File: src/rtl/raster_pkg.sv
package raster_pkg;

    // Phase shared by the horizontal and vertical sequencers
    typedef enum logic [1:0] {
        PH_SYNC   = 2'd0,
        PH_BACK   = 2'd1,
        PH_ACTIVE = 2'd2,
        PH_FRONT  = 2'd3
    } phase_t;

    // Built-in timing used after reset
    localparam int DEF_HSYNC  = 40;
    localparam int DEF_HBACK  = 50;
    localparam int DEF_HACT   = 1280;
    localparam int DEF_HFRONT = 50;
    localparam int DEF_VSYNC  = 20;
    localparam int DEF_VBACK  = 31;
    localparam int DEF_VACT   = 640;
    localparam int DEF_VFRONT = 30;
    localparam int DEF_PCLK_KHZ = 61150;
    localparam int DEF_FPS      = 60;
    localparam int DEF_PERIOD   = (DEF_PCLK_KHZ * 1000) / DEF_FPS;

    function automatic phase_t phase_after(input phase_t p);
        unique case (p)
            PH_SYNC:   return PH_BACK;
            PH_BACK:   return PH_ACTIVE;
            PH_ACTIVE: return PH_FRONT;
            PH_FRONT:  return PH_SYNC;
        endcase
    endfunction

endpackage

File: src/rtl/raster_cfg.sv
module raster_cfg
    import raster_pkg::*;
#(
    parameter int CW = 12,
    parameter int PW = 24,
    parameter int D_HSYNC = DEF_HSYNC,
    parameter int D_HBACK = DEF_HBACK,
    parameter int D_HACT = DEF_HACT,
    parameter int D_HFRONT = DEF_HFRONT,
    parameter int D_VSYNC = DEF_VSYNC,
    parameter int D_VBACK = DEF_VBACK,
    parameter int D_VACT = DEF_VACT,
    parameter int D_VFRONT = DEF_VFRONT,
    parameter int D_PERIOD = DEF_PERIOD
) (
    input  logic          clk_i,
    input  logic          rst_i,
    input  logic          load_i,
    input  logic [CW-1:0] hsync_len_i,
    input  logic [CW-1:0] hback_len_i,
    input  logic [CW-1:0] hact_len_i,
    input  logic [CW-1:0] hfront_len_i,
    input  logic [CW-1:0] vsync_len_i,
    input  logic [CW-1:0] vback_len_i,
    input  logic [CW-1:0] vact_len_i,
    input  logic [CW-1:0] vfront_len_i,
    input  logic          hsync_pol_i,
    input  logic          vsync_pol_i,
    input  logic          de_pol_i,
    input  logic [PW-1:0] frame_period_i,
    output logic [CW-1:0] sh_hsync_o,
    output logic [CW-1:0] sh_hback_o,
    output logic [CW-1:0] sh_hact_o,
    output logic [CW-1:0] sh_hfront_o,
    output logic [CW-1:0] sh_vsync_o,
    output logic [CW-1:0] sh_vback_o,
    output logic [CW-1:0] sh_vact_o,
    output logic [CW-1:0] sh_vfront_o,
    output logic          sh_hpol_o,
    output logic          sh_vpol_o,
    output logic          sh_depol_o,
    output logic [PW-1:0] sh_extra_o
);
    localparam int MW = (PW > 2 * CW + 4) ? PW : 2 * CW + 4;
    localparam longint D_NOM = longint'(D_HSYNC + D_HBACK + D_HACT + D_HFRONT) *
                               longint'(D_VSYNC + D_VBACK + D_VACT + D_VFRONT);
    localparam longint D_EXTRA = (longint'(D_PERIOD) > D_NOM) ? longint'(D_PERIOD) - D_NOM : 0;

    logic [MW-1:0] line_total, line_count, nominal, target;
    logic [PW-1:0] extra_next;

    // Stretch of the final line, computed from the values about to be captured
    always_comb begin
        line_total = MW'(hsync_len_i) + MW'(hback_len_i) + MW'(hact_len_i) + MW'(hfront_len_i);
        line_count = MW'(vsync_len_i) + MW'(vback_len_i) + MW'(vact_len_i) + MW'(vfront_len_i);
        nominal    = line_total * line_count;
        target     = MW'(frame_period_i);
        extra_next = (target > nominal) ? PW'(target - nominal) : '0;
    end

    always_ff @(posedge clk_i) begin
        if (rst_i) begin
            sh_hsync_o  <= CW'(D_HSYNC);
            sh_hback_o  <= CW'(D_HBACK);
            sh_hact_o   <= CW'(D_HACT);
            sh_hfront_o <= CW'(D_HFRONT);
            sh_vsync_o  <= CW'(D_VSYNC);
            sh_vback_o  <= CW'(D_VBACK);
            sh_vact_o   <= CW'(D_VACT);
            sh_vfront_o <= CW'(D_VFRONT);
            sh_hpol_o   <= 1'b0;
            sh_vpol_o   <= 1'b0;
            sh_depol_o  <= 1'b1;
            sh_extra_o  <= PW'(D_EXTRA);
        end else if (load_i) begin
            sh_hsync_o  <= hsync_len_i;
            sh_hback_o  <= hback_len_i;
            sh_hact_o   <= hact_len_i;
            sh_hfront_o <= hfront_len_i;
            sh_vsync_o  <= vsync_len_i;
            sh_vback_o  <= vback_len_i;
            sh_vact_o   <= vact_len_i;
            sh_vfront_o <= vfront_len_i;
            sh_hpol_o   <= hsync_pol_i;
            sh_vpol_o   <= vsync_pol_i;
            sh_depol_o  <= de_pol_i;
            sh_extra_o  <= extra_next;
        end
    end
endmodule

File: src/rtl/raster_phase.sv
module raster_phase
    import raster_pkg::*;
#(
    parameter int W  = 24,
    parameter int CW = 12
) (
    input  logic          clk_i,
    input  logic          rst_i,
    input  logic          step_i,
    input  logic [CW-1:0] len_sync_i,
    input  logic [CW-1:0] len_back_i,
    input  logic [CW-1:0] len_act_i,
    input  logic [CW-1:0] len_front_i,
    input  logic [W-1:0]  extra_i,
    output phase_t        phase_o,
    output logic [CW-1:0] pos_o,
    output logic          wrap_o
);
    phase_t        state, state_nx;
    logic [W-1:0]  cnt, last;
    logic          done;

    // Final count of the current phase; FRONT carries the stretch
    always_comb begin
        unique case (state)
            PH_SYNC:   last = W'(len_sync_i) - W'(1);
            PH_BACK:   last = W'(len_back_i) - W'(1);
            PH_ACTIVE: last = W'(len_act_i) - W'(1);
            PH_FRONT:  last = W'(len_front_i) + extra_i - W'(1);
        endcase
        done     = step_i && (cnt == last);
        state_nx = done ? phase_after(state) : state;
    end

    always_ff @(posedge clk_i) begin
        if (rst_i) begin
            state <= PH_SYNC;
            cnt   <= '0;
        end else begin
            state <= state_nx;
            if (done)
                cnt <= '0;
            else if (step_i)
                cnt <= cnt + W'(1);
        end
    end

    always_comb begin
        phase_o = state;
        pos_o   = cnt[CW-1:0];
        wrap_o  = done && (state == PH_FRONT);
    end
endmodule

File: src/rtl/raster_top.sv
module raster_top
    import raster_pkg::*;
#(
    parameter int CW = 12,
    parameter int PW = 24,
    parameter int D_HSYNC = DEF_HSYNC,
    parameter int D_HBACK = DEF_HBACK,
    parameter int D_HACT = DEF_HACT,
    parameter int D_HFRONT = DEF_HFRONT,
    parameter int D_VSYNC = DEF_VSYNC,
    parameter int D_VBACK = DEF_VBACK,
    parameter int D_VACT = DEF_VACT,
    parameter int D_VFRONT = DEF_VFRONT,
    parameter int D_PERIOD = DEF_PERIOD
) (
    input  logic          clk_i,
    input  logic          rst_i,
    input  logic [CW-1:0] hsync_len_i,
    input  logic [CW-1:0] hback_len_i,
    input  logic [CW-1:0] hact_len_i,
    input  logic [CW-1:0] hfront_len_i,
    input  logic [CW-1:0] vsync_len_i,
    input  logic [CW-1:0] vback_len_i,
    input  logic [CW-1:0] vact_len_i,
    input  logic [CW-1:0] vfront_len_i,
    input  logic          hsync_pol_i,
    input  logic          vsync_pol_i,
    input  logic          de_pol_i,
    input  logic [PW-1:0] frame_period_i,
    output logic          hsync_o,
    output logic          vsync_o,
    output logic          de_o,
    output logic [CW-1:0] x_o,
    output logic [CW-1:0] y_o,
    output logic          frame_start_o
);
    logic [CW-1:0] sh_hsync, sh_hback, sh_hact, sh_hfront;
    logic [CW-1:0] sh_vsync, sh_vback, sh_vact, sh_vfront;
    logic          sh_hpol, sh_vpol, sh_depol;
    logic [PW-1:0] sh_extra, h_extra;
    phase_t        h_phase, v_phase;
    logic [CW-1:0] h_pos, v_pos;
    logic          h_wrap, v_wrap, last_line, de_on;

    raster_cfg #(
        .CW(CW), .PW(PW),
        .D_HSYNC(D_HSYNC), .D_HBACK(D_HBACK), .D_HACT(D_HACT), .D_HFRONT(D_HFRONT),
        .D_VSYNC(D_VSYNC), .D_VBACK(D_VBACK), .D_VACT(D_VACT), .D_VFRONT(D_VFRONT),
        .D_PERIOD(D_PERIOD)
    ) u_cfg (
        .clk_i(clk_i), .rst_i(rst_i), .load_i(v_wrap),
        .hsync_len_i(hsync_len_i), .hback_len_i(hback_len_i),
        .hact_len_i(hact_len_i), .hfront_len_i(hfront_len_i),
        .vsync_len_i(vsync_len_i), .vback_len_i(vback_len_i),
        .vact_len_i(vact_len_i), .vfront_len_i(vfront_len_i),
        .hsync_pol_i(hsync_pol_i), .vsync_pol_i(vsync_pol_i), .de_pol_i(de_pol_i),
        .frame_period_i(frame_period_i),
        .sh_hsync_o(sh_hsync), .sh_hback_o(sh_hback), .sh_hact_o(sh_hact),
        .sh_hfront_o(sh_hfront), .sh_vsync_o(sh_vsync), .sh_vback_o(sh_vback),
        .sh_vact_o(sh_vact), .sh_vfront_o(sh_vfront),
        .sh_hpol_o(sh_hpol), .sh_vpol_o(sh_vpol), .sh_depol_o(sh_depol),
        .sh_extra_o(sh_extra)
    );

    // Stretch applies only while the last line of the frame is running
    always_comb begin
        last_line = (v_phase == PH_FRONT) && (v_pos == sh_vfront - CW'(1));
        h_extra   = last_line ? sh_extra : '0;
    end

    raster_phase #(.W(PW), .CW(CW)) u_hor (
        .clk_i(clk_i), .rst_i(rst_i), .step_i(1'b1),
        .len_sync_i(sh_hsync), .len_back_i(sh_hback),
        .len_act_i(sh_hact), .len_front_i(sh_hfront),
        .extra_i(h_extra),
        .phase_o(h_phase), .pos_o(h_pos), .wrap_o(h_wrap)
    );

    raster_phase #(.W(CW), .CW(CW)) u_ver (
        .clk_i(clk_i), .rst_i(rst_i), .step_i(h_wrap),
        .len_sync_i(sh_vsync), .len_back_i(sh_vback),
        .len_act_i(sh_vact), .len_front_i(sh_vfront),
        .extra_i('0),
        .phase_o(v_phase), .pos_o(v_pos), .wrap_o(v_wrap)
    );

    // Output decode from the two sequencer states
    always_comb begin
        de_on         = (h_phase == PH_ACTIVE) && (v_phase == PH_ACTIVE);
        hsync_o       = (h_phase == PH_SYNC) ? sh_hpol : ~sh_hpol;
        vsync_o       = (v_phase == PH_SYNC) ? sh_vpol : ~sh_vpol;
        de_o          = de_on ? sh_depol : ~sh_depol;
        x_o           = de_on ? h_pos : '0;
        y_o           = de_on ? v_pos : '0;
        frame_start_o = (h_phase == PH_SYNC) && (h_pos == '0) &&
                        (v_phase == PH_SYNC) && (v_pos == '0);
    end
endmodule

File: config.mk
export PLATFORM = sky130hd
export DESIGN_NAME = raster_top
export DESIGN_NICKNAME = d
export VERILOG_FILES = /design/src/rtl/raster_pkg.sv /design/src/rtl/raster_cfg.sv /design/src/rtl/raster_phase.sv /design/src/rtl/raster_top.sv
export SDC_FILE = /design/constraint.sdc
export NUM_CORES = 1
export LEC_CHECK = 0
export BUFFER_PORTS_ARGS = -buffer_cell sky130_fd_sc_hd__buf_2
export CAP_MARGIN = 20
export CORE_ASPECT_RATIO = 0.5
export CORE_MARGIN = 4
export CORE_UTILIZATION = 40
export CTS_CLUSTER_SIZE = 25
export DETAILED_ROUTE_END_ITERATION = 8
export SKIP_CTS_REPAIR_TIMING = 1
export SLEW_MARGIN = 25
export SYNTH_ARGS = -nofsm -noshare
export SYNTH_HDL_FRONTEND = slang
export SYNTH_SLANG_ARGS = --single-unit
File: constraint.sdc
create_clock -name clk_i -period 12.27 [get_ports clk_i]
set_input_delay 1.227 -clock clk_i [delete_from_list [all_inputs] [get_ports clk_i]]
set_output_delay 1.227 -clock clk_i [all_outputs]
set_load 0.01 [all_outputs]
======== Word-level counts from Yosys, hierarchy flattened ========
Index checks and enable logic that the tools add are counted.
word-level totals
  bits in registers ....................... 163
  bits of input ports ..................... 125
  output and inout bits ................... 28
  word-level logic and storage cells ...... 73
cells by class
  $add $sub $neg .......................... 18
  multiply operators ...................... 1
  order comparisons ....................... 1
  eq/ne operators ......................... 9
  muxes and demuxes ....................... 11
  bitwise logic cells ..................... 3
  reductions and logical operators ........ 14
operator list
  kind                                                                   number
  28-bit by 12-bit adder with 28-bit output                              4
  24-bit one-hot mux with 4 select lines                                 1
  24-bit two-way mux                                                     2
  12-bit one-hot mux with 4 select lines                                 1
  12-bit by 1-bit subtractor with 12-bit output (second input constant)  4
  12-bit by 1-bit subtractor with 13-bit output (second input constant)  3
  24-bit by 28-bit > comparator with 1-bit output                        1
  28-bit by 28-bit multiplier with 28-bit output                         1
  12-bit by 12-bit adder with 13-bit output                              2
  12-bit by 24-bit adder with 24-bit output                              1
  24-bit by 1-bit adder with 24-bit output (second input constant)       1
  12-bit == test                                                         2
  24-bit == test                                                         1
  12-bit logical NOT                                                     2
  12-bit two-way mux                                                     2
  24-bit by 1-bit subtractor with 24-bit output (second input constant)  1
  24-bit subtractor                                                      1
  2-bit one-hot mux with 4 select lines                                  2
  12-bit by 1-bit adder with 12-bit output (second input constant)       1
  2-bit == test (second input constant)                                  4
  1-bit logical AND                                                      8
  2-bit by 1-bit == test with 1-bit output (second input constant)       2
  2-bit logical NOT                                                      2
  2-bit OR reduction                                                     2
  2 further kinds                                                        6

======== Depth between registers and ports, before layout ========
Gate-level depths: netlist (run 1).
  depth after elaboration ................. 11
  gate-level depth with buffers ........... 55
  depth with buffers taken out ............ 53

======== By module ========
A second synthesis (run 1) with hierarchy kept.
unflattened totals
  cells, all modules ...................... 2730
  area total of the unflattened synthesis .. 22683.0 um2
modules (own cells, without submodules)
  module                 instances  cells each  area an instance (um2)  sequential area each (um2)
  raster_cfg             1          1594        14290.0                 2462.4
  raster_phase at u_hor  1          704         5023.6                  520.5
  raster_phase at u_ver  1          301         2443.6                  280.3
  raster_top             1          131         925.9                   0.0

======== Worst setup path after synthesis (run 1) ========
OpenSTA, ideal clock, no wires.
  path kind ............................... input -> register
  from .................................... in hsync_len_i[0]
  to ...................................... reg u_cfg.sh_extra_o[11]
  setup time .............................. 0.072 ns
  arrival time ............................ 12.575 ns
  required time ........................... 12.198 ns
  path slack .............................. -0.377 ns
  cell stages on the path ................. 47
  path buffers ............................ 0
  path through ............................ ha_1 fa_1 inv_1 fa_1 inv_1 ha_1 fa_1 a21o_1 a21oi_1 o21bai_1 a21oi_1 o21bai_1 a21oi_1 o21bai_1 a21oi_1 xnor2_1 nor2_1 fa_1 (+11 left out) and2_1 a311oi_1 o21ai_0 nand3_1 nand2_1 a21oi_1 o21bai_1 a21oi_1 xnor2_1 ha_1 nand4_1 nor2_1 or4_1 a221oi_1 nand3_1 nor4_1 or3b_2 mux2i_1
on the way
  word-level cells in the longest chain between the ends .. 6
  elaborated cells between the ends (all ways) .. 7
  those cells by class .................... 4 x add/sub; 1 x mul; 1 x order compare; 1 x mux
ends and longest elaborated chain
  what                                                                                         line              text
  start, declared                                                                              raster_top.sv:18  input logic [CW-1:0] hsync_len_i,
  12-bit by 12-bit adder with 13-bit output (*)                                                raster_cfg.sv:54  line_total = MW'(hsync_len_i) + MW'(hback_len_i) + MW'(hact_len_i) + MW'(hfront_len_i);
  28-bit by 12-bit adder with 28-bit output (*) (2 in series)                                  raster_cfg.sv:54
  28-bit by 28-bit multiplier with 28-bit output (*)                                           raster_cfg.sv:56  nominal = line_total * line_count;
  24-bit subtractor / 24-bit by 28-bit > comparator with 1-bit output (equally long branches)  raster_cfg.sv:58  extra_next = (target > nominal) ? PW'(target - nominal) : '0;
  24-bit two-way mux (*)                                                                       raster_cfg.sv:58
  end signal, assigned                                                                         raster_cfg.sv:74  sh_extra_o <= PW'(D_EXTRA);
  end signal, assigned                                                                         raster_cfg.sv:87  sh_extra_o <= extra_next;
  end, declared                                                                                raster_cfg.sv:42  output logic [PW-1:0] sh_extra_o
Every way passes the cells marked *; elsewhere a longest branch is shown, timed or not.
A chain may end at the register's enable or synchronous reset.

======== Worst setup path in the final report (run 1) ========
  from .................................... in hsync_len_i[0]
  to ...................................... reg u_cfg.sh_extra_o[16]
The elaborated chain is that of the path after synthesis.

==> results of run 1 <==
-- kinds of logic (layout without fill, tap and decap cells) --
logic type,Yosys count,count (layout),share of synthesized area (%)
adder cells (fa/ha/maj),429,429,29.2
AND/OR/NAND/NOR,808,808,17.6
other,0,3,0
multiplexers,42,42,1.85
buffers and inverters,636,873,10.8
XOR/XNOR,193,193,7.45
flip-flops,163,163,14.3
AO/OA/AOI/OAI,586,586,18.8
-- placed cells by master, fill, tap and decap left out, types with 18 or more instances in the layout --
| cell | Yosys | routed |
|---|---|---|
| a21o_1 | 40 | 40 |
| a21oi_1 | 197 | 176 |
| a21oi_2 | 0 | 19 |
| and3_1 | 39 | 39 |
| buf_2 | 13 | 152 |
| buf_4 | 0 | 199 |
| dfxtp_1 | 163 | 163 |
| fa_1 | 175 | 173 |
| ha_1 | 253 | 247 |
| inv_1 | 485 | 482 |
| mux2i_1 | 40 | 40 |
| nand2_1 | 198 | 197 |
| nand2b_1 | 27 | 27 |
| nand3_1 | 55 | 53 |
| nand4_1 | 91 | 91 |
| nor2_1 | 229 | 229 |
| nor3_1 | 37 | 37 |
| nor4_1 | 23 | 22 |
| o211ai_1 | 29 | 29 |
| o21ai_0 | 60 | 54 |
| o21bai_1 | 27 | 25 |
| o41ai_1 | 57 | 57 |
| o41ai_2 | 43 | 43 |
| or3_1 | 19 | 18 |
| xnor2_1 | 124 | 119 |
| xor2_1 | 68 | 66 |
-- metrics by stage --
step	std cells	utilization, %
2_1_floorplan	2857	-
3_3_place_gp	3814	45.5
3_5_place_dp	3814	45.5
4_1_cts	3846	46.7
5_1_grt	3853	47.2
6_report	3853	47.2
-- critical path: cells and delay by family --
kind            cells  cell delay [ps]
simple gates       11             1440
mux                 1              180
fa+ha+maj          14             5510
compound gates     13             2080
buf+inv            13             1280
xor+xnor            2              300
-- final cells by class --
cell class,instances,area share [%]
clock buffer,17,1.61
clock inverter,15,0.869
timing repair buffer,355,8.75
antenna,3,0.0283
inverter,486,6.91
multi-input combinational,2058,65.9
sequential,163,12.3
tap,756,3.57
-- registers in the layout (all words and copies together), names as in the netlist, 2 cells and up --
name	count
u_cfg.sh_hsync_o	12
u_hor.cnt	24
u_cfg.sh_vback_o	12
u_cfg.sh_vact_o	12
u_cfg.sh_vfront_o	12
u_ver.phase_o	2
u_cfg.sh_hback_o	12
u_hor.phase_o	2
u_cfg.sh_hfront_o	12
u_cfg.sh_vsync_o	12
u_cfg.sh_extra_o	24
u_cfg.sh_hact_o	12
u_ver.pos_o	12
-- metal layers --
metal | part of all wire, % | vias up | routed length (µm)
met3 | 8.3 | 87 | 6170
met5 | 0.037 | - | 27
met4 | 2.0 | 2 | 1490
met2 | 44 | 657 | 32200
met1 | 46 | 10300 | 34000
li1 | - | 10200 | -
-- final timing paths --
kind / start / end / slack, ps / cells past startpoint
hold reg to reg: u_cfg.sh_extra_o[13] / u_cfg.sh_extra_o[13] / 460 / 2
setup reg to reg: u_cfg.sh_vfront_o[0] / u_hor.cnt[2] / 3420 / 24
hold / removal: u_cfg.sh_extra_o[13] / u_cfg.sh_extra_o[13] / 460 / 2
setup / recovery: hsync_len_i[0] / u_cfg.sh_extra_o[16] / 540 / 54
==> results_dict.tcl, run 1 <==
set metrics [dict create \
    outcome "finished clean" \
    drv_cap 0 \
    ys_top_cells_by_area "fa_1, dfxtp_1, ha_1, inv_1, xnor2_1" \
    hold_path.class "flip-flop to flip-flop" \
    synth_top_area_share_pct 15.3 \
    drt-wirelength-per-cell_um 19.2 \
    period_share_pct 95.6 \
    fin_crit_ps 11730 \
    overflow 0 \
    fp.dieH_um 177 \
    ys_top_cells_by_count "inv_1, ha_1, nor2_1" \
    grt_pass1_wl_mm 117 \
    die_w_um 346 \
    antenna_found_initial 5 \
    maxSlewViolCount 0 \
    holdWs_ps 462 \
    clock_path_buffers 2 \
    dr.pass1.iters 5 \
    slew_headroom_pct 28.3 \
    fin_nets 3634 \
    synth_area_um2 22900 \
    postSynthCellCount 2857 \
    timing.fmax_mhz 85.3 \
    synthArstFlopShare_pct 0 \
    place_hpwl_mm 58.8 \
    dieArea_um2 61300 \
    synth.most_common_cell "inv_1" \
    fin_ws_ps 544 \
    clockRootBuffer "clkbuf_16" \
    grt.total_usage_pct 23.9 \
    drc_errors 0 \
    synthFlopType "dfxtp_1" \
    rows 61 \
    grt_max_degree 115 \
    stdcell_area_um2 26500 \
    clock_latency_ps 450 \
    synth_edf_count 0 \
    regArea_um2 3260 \
    grt_pass1_vias 20800 \
    cpMostUsedCell "inv_1" \
    clkSinkCount 163 \
    setup_viol 0 \
    final_hold_viol_count 0 \
    synth_area_leader_cell "fa_1" \
    finClkSkew_ps 21.5 \
    critical_path_required_ps 12630 \
    syn_nets 3410 \
    vias 21200 \
    synth_seq_cells 163 \
    max_stage_delay_ps 580 \
    cts_buffers 17 \
    grtUsageMet3_pct 5.44 \
    cts.clk_slew.worst_paths_ps 70 \
    critPathLaunchType "input port" \
    finalSetupTns_ps 0 \
    drt_wl_total_mm 73.9 \
    core_um2 56100 \
    port-buffer-count 152 \
    crit_type "input port to flip-flop" \
    ys_warn_count 0 \
    dp_slack_ps -479 \
    start_util_pct 40.8 \
    h-tree-depth 4 \
    worst_pin_slew_ps 1070 \
    synthToLayoutAreaGrowth_pct 15.7 \
    placed_cell_area_um2 25500 \
    crit_fanout 22 \
    ios 153 \
    crit_slowest_cell "fa_1" \
    yosysUniqueCellTypes 82 \
    endpoint_kind "flip-flop" \
    avgViaCountPerCell 5.51 \
    synth_area_per_cell_um2 8.01 \
    cp_data_arrival_time_ps 12090 \
    gp_congestion 1.00 \
    dr.first_iter.drc_count 1700 \
    use_met2_pct 37.1 \
    grt.met1_usage_pct 33.6 \
    seq_area_frac_synth_pct 14.3 \
    multiInputGateArea_um2 17500 \
    grt-busiest-layer "met2" \
    nFillCells 5583 \
    drive_gt1_share_pct 16.6 \
    ant_nets 0 \
    cts_tree "built" \
]
Power of run 1 is not shown: default switching activity piles up to over one toggle a cycle in this logic, so the estimate is an artifact.
==> run 2, diff against run 1 <==
Settings changed: BUFFER_PORTS_ARGS -buffer_cell sky130_fd_sc_hd__buf_2 to -buffer_cell sky130_fd_sc_hd__buf_4.
==> run 2 against run 1 <==
Against the previous run:
- register-to-register slack better by 920 ps
- die area stayed put
- utilization is 0.66 points higher
- count of clock-buffer cells in the layout stayed put
- clock skew is 1.0 ps higher
==> results_dict.tcl, run 2 (synthesis gave the netlist of run 1 again) <==
set metrics [dict create \
    clock_latency_ps 450 \
    vias 21400 \
    critPathLaunchType "input port" \
    fin_ws_ps 596 \
    dr.first_iter.drc_count 2006 \
    cp_data_arrival_time_ps 12060 \
    route.met2.wl_mm 32.9 \
    crit_type "input port to flip-flop" \
    path_buf_inv 14 \
    drt_wl_total_mm 73.9 \
    outcome "finished clean" \
    die_w_um 346 \
    setup_viol 0 \
    ios 153 \
    fin_nets 3635 \
    cp_top_family "adder cells" \
    critical_path_required_ps 12650 \
    maxUsedRoutingLayer "met5" \
    slew_headroom_pct 30.7 \
    grt_pass1_wl_mm 116 \
    timing.fmax_mhz 85.7 \
    clockRootBuffer "clkbuf_16" \
    start_util_pct 40.8 \
    reg_top3 "u_cfg.sh_extra_o: 24 flops, u_hor.cnt: 24 flops" \
    layout_common_cells "inv_1, buf_4, ha_1" \
    fin_cells 3855 \
    h-tree-depth 4 \
    period_share_pct 95.1 \
    dieArea_um2 61300 \
    grt.total_usage_pct 23.7 \
    fin_util_pct 47.9 \
    crit_fanout 5 \
    cts.clk_slew.worst_paths_ps 80 \
    cts_buffers 17 \
    overflow 0 \
    ant_nets 0 \
    hold_path.class "flip-flop to flip-flop" \
    rsz0062_at_grt "false" \
    place_hpwl_mm 59.0 \
    endpoint_kind "flip-flop" \
    final_hold_viol_count 0 \
    crit_slowest_cell "fa_1" \
    worst_pin_slew_ps 1040 \
    port-buffer-count 152 \
    grt_max_degree 83 \
    synthToLayoutAreaGrowth_pct 17.3 \
    gp_congestion 0.976 \
    rows 61 \
    clock_path_buffers 2 \
    antenna_found_initial 5 \
    clkSinkCount 163 \
    dr.pass1.iters 6 \
    met3_length_mm 5.56 \
    avgViaCountPerCell 5.55 \
    drt-wirelength-per-cell_um 19.2 \
    grt_pass1_vias 20600 \
    dp_slack_ps -511 \
    cts_tree "built" \
    fp.dieH_um 177 \
    finClkSkew_ps 22.5 \
    place_inst 3816 \
    wl_met1_mm 33.9 \
    drc_errors 0 \
    max_stage_delay_ps 590 \
    maxSlewViolCount 0 \
    drv_cap 0 \
    core_um2 56100 \
    drive_gt1_share_pct 16.8 \
    fin_crit_ps 11670 \
    final_common_cell "inv_1" \
]
[run 2: changes by cell type in the layout (fill, tap and decap cells not counted), moves of 3 or more]
cell    change
inv_12      -3
ha_1        -4
buf_4     +153
inv_8       +3
ha_4        +5
buf_2     -152
[run 2: layout make-up]
cell class                 count  area, µm²
tap                          756        946
sequential                   163       3260
clock buffer                  17        425
fill                        5519      29200
timing repair buffer         356       2690
clock inverter                15        183
antenna                        4       10.0
inverter                     486       1830
multi-input combinational   2058      17500
[run 2: metal layers]
metal / GRT usage (%) / vias to the layer above
met5: 1.49 / -
met2: 37.6 / 713
li1: - / 10200
met1: 33.6 / 10400
met4: 5.35 / 4
met3: 4.19 / 83
[run 2: metrics by stage]
step                hold slack [ps]  area [µm²]  TNS (ps)
floorplan                       435       22900         0
global placement                442       25900     -3810
detailed placement              448       25900     -9760
CTS                             461       26500      -183
global route                    474       26800         0
finish                          456       26900         0
[run 2: worst register-to-register path, cell delays in order (launching register included)]
cell and delay, ps:
dfxtp_1 450, inv_1 70, ha_1 310, o21ba_2 230, a221oi_1 290, a41oi_1 110, nand4bb_1 320, nor4b_2 320
buf_4 310, nand2_1 130, ha_1 280, inv_1 40, ha_1 210, fa_1 480, a21oi_1 280, o221ai_1 170
a21oi_1 420, o21ai_0 290, xor2_1 190, nand2_1 70, a22o_1 240, a2111oi_0 740, and4_2 630, buf_4 610
nand4_1 440, a21oi_1 240
[run 2: worst paths after layout]
path	slack, ps	startpoint	endpoint	cells after the start
worst max register to register	4340	u_cfg.sh_vfront_o[0]	u_cfg.sh_vfront_o[11]	25
worst min register to register	460	u_cfg.sh_extra_o[12]	u_cfg.sh_extra_o[12]	2
worst max-delay path	600	hback_len_i[0]	u_cfg.sh_extra_o[11]	54
worst min-delay path	460	u_cfg.sh_extra_o[12]	u_cfg.sh_extra_o[12]	2
Power of run 2 is left out for the same reason.
